==> config.mk <==
export PLATFORM = sky130hd
export DESIGN_NAME = alm_bitlatch
export DESIGN_NICKNAME = d
export VERILOG_FILES = /design/src/rtl/alm_pkg.sv /design/src/rtl/alm_mode_dec.sv /design/src/rtl/alm_addr_dec.sv /design/src/rtl/alm_cell.sv /design/src/rtl/alm_bitlatch.sv
export SDC_FILE = /design/constraint.sdc
export NUM_CORES = 1
export LEC_CHECK = 0
export CORE_MARGIN = 3
export CORE_UTILIZATION = 30
export CTS_CLUSTER_DIAMETER = 60
export DETAILED_ROUTE_END_ITERATION = 16
export SLEW_MARGIN = 0
export SYNTH_ARGS = -nofsm -noshare
export SYNTH_HDL_FRONTEND = slang
export SYNTH_SLANG_ARGS = --single-unit
==> constraint.sdc <==
create_clock -name clk -period 2.27 [get_ports clk]
set_input_delay 0.454 -clock clk [delete_from_list [all_inputs] [get_ports clk]]
set_output_delay 0.454 -clock clk [all_outputs]
set_load 0.005 [all_outputs]
==> src/rtl/alm_pkg.sv <==
package alm_pkg;

  typedef enum logic [1:0] {
    MODE_HOLD  = 2'd0,
    MODE_WRITE = 2'd1,
    MODE_DEMUX = 2'd2,
    MODE_CLEAR = 2'd3
  } alm_mode_e;

  function automatic alm_mode_e mode_of(input logic en_n, input logic clr_n);
    alm_mode_e m;
    unique case ({clr_n, en_n})
      2'b11:   m = MODE_HOLD;
      2'b10:   m = MODE_WRITE;
      2'b00:   m = MODE_DEMUX;
      default: m = MODE_CLEAR;
    endcase
    return m;
  endfunction

endpackage

==> src/rtl/alm_mode_dec.sv <==
module alm_mode_dec
  import alm_pkg::*;
(
  input  logic      en_n,
  input  logic      clr_n,
  output alm_mode_e mode
);

  always_comb mode = mode_of(en_n, clr_n);

endmodule

==> src/rtl/alm_addr_dec.sv <==
module alm_addr_dec #(
  parameter int ADDR_W = 3,
  localparam int NBITS = 1 << ADDR_W
) (
  input  logic [ADDR_W-1:0] addr,
  output logic [NBITS-1:0]  sel
);

  for (genvar i = 0; i < NBITS; i++) begin : g_sel
    assign sel[i] = (addr == ADDR_W'(i));
  end

endmodule

==> src/rtl/alm_cell.sv <==
module alm_cell
  import alm_pkg::*;
(
  input  logic      clk,
  input  logic      rst,
  input  alm_mode_e mode,
  input  logic      sel,
  input  logic      din,
  output logic      q
);

  logic q_nxt;

  always_comb begin
    q_nxt = q;
    unique case (mode)
      MODE_WRITE: if (sel) q_nxt = din;
      MODE_DEMUX: q_nxt = sel & din;
      MODE_CLEAR: q_nxt = 1'b0;
      default:    q_nxt = q;
    endcase
  end

  always_ff @(posedge clk) begin
    if (rst) q <= 1'b0;
    else     q <= q_nxt;
  end


  cell_hold_chk: assert property (@(posedge clk) disable iff (rst)
    mode == MODE_HOLD |=> $stable(q));


  cell_unsel_write_chk: assert property (@(posedge clk) disable iff (rst)
    (mode == MODE_WRITE && !sel) |=> $stable(q));

endmodule

==> src/rtl/alm_bitlatch.sv <==
module alm_bitlatch
  import alm_pkg::*;
#(
  parameter int ADDR_W = 3,
  localparam int NBITS = 1 << ADDR_W
) (
  input  logic              clk,
  input  logic              rst,
  input  logic              din,
  input  logic [ADDR_W-1:0] addr,
  input  logic              en_n,
  input  logic              clr_n,
  output logic [NBITS-1:0]  q
);

  alm_mode_e        mode;
  logic [NBITS-1:0] sel;

  alm_mode_dec u_mode (
    .en_n  (en_n),
    .clr_n (clr_n),
    .mode  (mode)
  );

  alm_addr_dec #(.ADDR_W(ADDR_W)) u_adec (
    .addr (addr),
    .sel  (sel)
  );

  for (genvar i = 0; i < NBITS; i++) begin : g_bit
    alm_cell u_cell (
      .clk  (clk),
      .rst  (rst),
      .mode (mode),
      .sel  (sel[i]),
      .din  (din),
      .q    (q[i])
    );
  end


  por_clear_chk: assert property (@(posedge clk)
    rst |=> q == '0);


  write_bit_chk: assert property (@(posedge clk) disable iff (rst)
    (!en_n && clr_n) |=> q[$past(addr)] == $past(din));


  write_single_chk: assert property (@(posedge clk) disable iff (rst)
    (!en_n && clr_n) |=> $countones(q ^ $past(q)) <= 1);


  demux_onehot_chk: assert property (@(posedge clk) disable iff (rst)
    (!en_n && !clr_n) |=> ($countones(q) <= 1 && q[$past(addr)] == $past(din)));


  demux_persist_chk: assert property (@(posedge clk) disable iff (rst)
    (en_n && clr_n && $past(!en_n && !clr_n)) |=> $countones(q) <= 1);


  clear_all_chk: assert property (@(posedge clk) disable iff (rst)
    (en_n && !clr_n) |=> q == '0);

endmodule

==> flow_metrics.py, run 1 <==
metrics = {
    "detailed_routing": {
        "drt-initial-drc-count": 9,
        "antenna_left": 0,
        "routed_via_density": 4.82,
        "vias": 323,
        "drt_drc_violations_left": 0,
        "totalWireLength_um": 855,
        "wl_per_cell_um": 12.8,
        "dr.pass1.iters": 4,
    },
    "grt": {
        "groute.usage.overall_pct": 10.0,
        "overflow": 0,
        "antenna_found_initial": 0,
        "grt_pass1_vias": 305,
        "grt_max_degree": 9,
        "grt_pass1_wl_mm": 1.41,
    },
    "place": {
        "port_buffers": 15,
        "hpwl_um": 600,
        "pre_cts_slack_ns": 0.589,
        "dp_cells": 64,
        "place.gp.congestion": 0.634,
    },
    "yosys": {
        "synth_edf_count": 0,
        "synthCells": 43,
        "synth.area.top_cells": "dfxtp_1 35%, mux2i_1 18%, buf_4 13%",
        "yosysSeqAreaShare_pct": 35.3,
        "async_flop_share_pct": 0,
        "mappedNetlistArea_um2": 454,
        "synth_top_area_share_pct": 35.3,
        "ys_ff_latch": 8,
        "synth_ff_type": "dfxtp_1",
        "yosysUniqueCellTypes": 12,
        "syn_area_per_cell_um2": 10.6,
        "synth_nets": 51,
        "synth_common_cells": "8 x buf_4, 8 x dfxtp_1, 8 x mux2i_1, 8 x nand3b_1, 3 x nor4b_1",
        "synth_area_leader_cell": "dfxtp_1",
        "yosysWarnings": 0,
    },
    "finish": {
        "largest_registers": "g_bit.u_cell.q x8",
        "area_growth_pct": 28.6,
        "drive_above_1_share_pct": 11.5,
        "fin_util_pct": 42.8,
        "fin_cells": 67,
        "largest_register": "g_bit.u_cell.q",
        "nNetsFinal": 62,
        "n_antenna_cell": 0,
        "largest_reg_flops": 8,
    },
    "power": {
        "power_frac_seq_pct": 49.0,
        "swShare_pct": 22.5,
        "powerDensity_nw_per_um2": 501,
        "p_int_mw": 0.227,
        "switching_power_mw": 0.0658,
        "pwr-share-comb_pct": 13.7,
        "ir_drop_v": 0.000263,
        "p_leak_nw": 0.195,
        "p_clk_share_pct": 37.3,
    },
    "timing": {
        "hold_viol_final": 0,
        "fin_crit_sh_pct": 67.7,
        "skew_ns": 0,
        "maxSlewViolCount": 0,
        "rsz0062_at_grt": "no",
        "whs_ns": 0.486,
        "postLayoutSetupSlackWorst_ns": 0.734,
        "fin_setup_tns_ns": 0,
        "max_slew_margin_pct": 77.4,
        "tightest_slew_ns": 0.334,
        "clock.fmax_mhz": 651,
        "period_needed_ns": 1.54,
        "finalSetupViolCount": 0,
    },
    "cts": {
        "tritoncts": "yes",
        "cts-root-buf": "clkbuf_4",
        "cts-htree-levels": 1,
        "cts_buffer_depth": 2,
        "cts_buffers": 3,
        "path_clk_slew_ns": 0.06,
        "cts_resized": 0,
        "cts_hold_buffers": 0,
        "cts.sinks": 8,
        "clock_latency_ns": 0.25,
        "post-cts-setup-buffers": 0,
    },
    "critical_path": {
        "cp-end-kind": "output port",
        "timing.critical_path.buf_inv": 1,
        "crit_path_start_kind": "flip-flop",
        "cpLargestDelayFamily": "buffers and inverters",
        "path_cells": "clkdlybuf4s50_1",
        "critical_path.max_fanout": 2,
        "path_class": "flip-flop to output port",
        "slowest_stage": "clkdlybuf4s50_1",
        "cp.arrival_ns": 1.08,
        "max_stage_delay_ns": 0.50,
        "worst_ep_required_time_ns": 1.82,
    },
    "floorplan": {
        "die_width_um": 44.9,
        "die_y_um": 44.9,
        "core_um2": 1370,
        "start_util_pct": 33.2,
        "placementRows": 13,
        "dieArea_um2": 2020,
        "ios": 16,
    },
    "job": {
        "cap_violations": 0,
    },
    "status": {
        "status": "complete, no violations",
    },
    "hold_path": {
        "hold_path_class": "flip-flop to flip-flop",
    },
}
-- area by class of cell --
type / count / area (um2)
clock buffer: 3 / 22.5
fill: 156 / 782
multi-input combinational: 25 / 225
sequential: 8 / 160
tap: 15 / 18.8
timing repair buffer: 16 / 158
-- power groups by stage --
| stage | Clock [mW] | Sequential, mW | Combinational [mW] |
|---|---|---|---|
| floorplan | 0 | 0.146 | 0.0180 |
| global placement | 0 | 0.147 | 0.0404 |
| detailed placement | 0 | 0.147 | 0.0404 |
| CTS | 0.113 | 0.143 | 0.0405 |
| global route | 0.120 | 0.144 | 0.0432 |
| finish | 0.109 | 0.143 | 0.0402 |
-- worst paths after layout --
kind	slack (ns)	cells after the start	end	start
hold reg to reg	0.49	2	g_bit[1].u_cell.q	g_bit[1].u_cell.q
hold / removal	0.49	2	g_bit[1].u_cell.q	g_bit[1].u_cell.q
setup / recovery	0.73	1	q[0]	g_bit[0].u_cell.q
setup reg to reg	1.66	2	g_bit[0].u_cell.q	g_bit[0].u_cell.q
-- layout by cell type, fill, tap and decap left out --
master,instances
and4bb_2,2
and4bb_1,1
nor4b_1,3
mux2i_1,8
buf_4,1
nor4_1,1
clkdlybuf4s50_1,15
clkbuf_4,3
nand2b_1,1
nand3b_1,8
dfxtp_1,8
nand4b_1,1
-- through the flow --
step	cell area, um2	power, mW
after floorplan	454	0.164
after global placement	562	0.187
after detailed placement	562	0.187
after CTS	584	0.297
after global routing	584	0.307
final	584	0.293
-- per-layer routing --
layer	track usage, %	vias up	part of all wire (%)
met3	4.78	0	7.0
met5	0	-	0
met4	3.51	0	0
met2	12.0	13	37
met1	15.0	138	56
li1	-	172	-
-- cell families after synthesis --
family,share of synthesized area [%]
flops,35.3
simple gates,32.0
buf+inv,15.2
mux,17.6
Note: power is estimated with default switching activity, not from simulation.
==> inputs of run 2 (changes only) <==
==> constraint.sdc (replaced) <==
create_clock -name clk -period 1.3 [get_ports clk]
set_input_delay 0.26 -clock clk [delete_from_list [all_inputs] [get_ports clk]]
set_output_delay 0.26 -clock clk [all_outputs]
set_load 0.005 [all_outputs]
==> run 2 against run 1 <==
Combinational power increased by 95%. Clock power increased by 84%. Sequential power increased by 75%. Critical path type is now input port to flip-flop.
==> flow_metrics.py, run 2 (synthesis gave the netlist of run 1 again) <==
metrics = {
    "timing": {
        "tightest_slew_ns": 0.346,
        "clock.fmax_mhz": 810,
        "rsz0062_at_grt": "no",
        "max_slew_margin_pct": 76.6,
        "period_needed_ns": 1.24,
        "finalSetupViolCount": 0,
        "skew_ns": 0,
        "fin_crit_sh_pct": 95.0,
        "fin_setup_tns_ns": 0,
        "maxSlewViolCount": 0,
        "hold_viol_final": 0,
    },
    "job": {
        "cap_violations": 0,
    },
    "finish": {
        "largest_registers": "g_bit.u_cell.q x8",
        "num-fill-cells": 150,
        "drive_above_1_share_pct": 19.6,
        "largest_reg_flops": 8,
        "fin_cells": 71,
        "area_growth_pct": 34.4,
        "nNetsFinal": 66,
        "largest_register": "g_bit.u_cell.q",
        "n_antenna_cell": 0,
        "final_cell_mix": "8 x nand3b_1, 8 x mux2i_1, 8 x dfxtp_1, 8 x dlygate4sd2_1, 7 x clkdlybuf4s50_1",
    },
    "floorplan": {
        "placementRows": 13,
        "dieArea_um2": 2020,
        "die_y_um": 44.9,
        "start_util_pct": 33.2,
        "core_um2": 1370,
        "ios": 16,
        "die_width_um": 44.9,
    },
    "critical_path": {
        "crit_path_end": "g_bit[1].u_cell.q",
        "path_class": "input port to flip-flop",
        "critical_path.max_fanout": 7,
        "r2r-start": "g_bit[3].u_cell.q",
        "slowest_stage": "clkdlybuf4s50_1",
        "worst_ep_required_time_ns": 1.49,
        "cp.arrival_ns": 1.43,
        "path_cells": "clkdlybuf4s50_1 > nor4b_1 > mux2i_1",
        "worstReg2RegEnd": "g_bit[3].u_cell.q",
        "crit_path_start_kind": "input port",
        "max_stage_delay_ns": 0.60,
        "cp-end-kind": "flip-flop",
        "reg2reg_slack_ns": 0.70,
        "crit_start": "addr[0]",
        "r2r_cells": 2,
    },
    "detailed_routing": {
        "vias": 357,
        "drt_drc_violations_left": 0,
        "drt-initial-drc-count": 4,
        "totalWireLength_um": 904,
        "antenna_left": 0,
        "dr.pass1.iters": 2,
        "wl_per_cell_um": 12.7,
        "routed_via_density": 5.03,
    },
    "grt": {
        "overflow": 0,
        "groute.usage.overall_pct": 11.0,
        "grt_pass1_wl_mm": 1.50,
        "grt_max_degree": 9,
        "grt_pass1_vias": 338,
        "antenna_found_initial": 0,
    },
    "power": {
        "p_leak_nw": 0.253,
        "ir_drop_v": 0.000350,
        "powerDensity_nw_per_um2": 867,
    },
    "place": {
        "port_buffers": 15,
        "place.gp.congestion": 0.657,
        "dp_cells": 68,
        "hpwl_um": 638,
    },
    "cts": {
        "post-cts-setup-buffers": 0,
        "clock_latency_ns": 0.26,
        "cts-root-buf": "clkbuf_4",
        "cts_hold_buffers": 0,
        "cts_buffer_depth": 2,
        "path_clk_slew_ns": 0.06,
        "cts_buffers": 3,
        "tritoncts": "yes",
        "cts.sinks": 8,
        "cts-htree-levels": 1,
    },
    "status": {
        "status": "complete, no violations",
    },
    "hold_path": {
        "hold_path_class": "flip-flop to flip-flop",
    },
}
[run 2: cell count changes in the layout (fill, tap and decap cells not counted)]
cell	change
buf_4	+4
clkdlybuf4s50_1	-8
dlygate4sd2_1	+8
nor4b_1	-1
nor4b_2	+1
[run 2: worst min path at each step]
stage	cells after the start	to	startpoint
2_1_floorplan	2	g_bit[0].u_cell.q	rst
3_3_place_gp	2	g_bit[3].u_cell.q	g_bit[3].u_cell.q
3_5_place_dp	2	g_bit[2].u_cell.q	g_bit[2].u_cell.q
4_1_cts	2	g_bit[4].u_cell.q	g_bit[4].u_cell.q
5_1_grt	2	g_bit[4].u_cell.q	g_bit[4].u_cell.q
6_report	2	g_bit[5].u_cell.q	g_bit[5].u_cell.q
[run 2: report_power, final]
group          internal [mW]  total, mW  leakage (nW)  switching, mW
logic                 0.0474     0.0782         0.175         0.0308
clock network          0.106      0.201        0.0138         0.0948
registers              0.249      0.250        0.0646        0.00156
[run 2: layout make-up]
type | instances | area [um2] | share of cell area (%)
timing repair buffer | 20 | 178 | 29.1
sequential | 8 | 160 | 26.2
multi-input combinational | 25 | 231 | 37.9
clock buffer | 3 | 22.5 | 3.69
tap | 15 | 18.8 | 3.07
[run 2: per-layer routing]
layer / part of all wire [%] / global-route usage [%] / wire length (um)
met2: 39 / 13.5 / 350
met1: 52 / 14.5 / 467
met4: 0.88 / 5.26 / 8
met5: 0 / 0 / 0
met3: 8.6 / 7.17 / 78
[run 2: critical path: cells and delay by family]
kind                   cells  cell delay (ns)
buffers and inverters      1             0.60
multiplexers               1             0.22
AND/OR/NAND/NOR            1             0.35
[run 2: repair_timing]
| action | CTS | global route |
|---|---|---|
| setup endpoints to repair | 8 | 1 |
| gates resized for setup | 8 | 1 |
| pin swaps | 0 | 0 |
| gates cloned | 0 | 0 |
[run 2: metrics by stage]
step	utilization (%)	setup slack [ns]	power [mW]	cell area, um2	hold slack, ns
final	44.7	0.0648	0.530	611	0.485
after detailed placement	43.3	-0.181	0.335	592	0.478
after global routing	44.7	0.0204	0.554	611	0.497
after global placement	43.3	-0.190	0.335	592	0.472
after CTS	44.2	0.0829	0.537	604	0.489
after floorplan	-	0.434	0.287	454	0.445
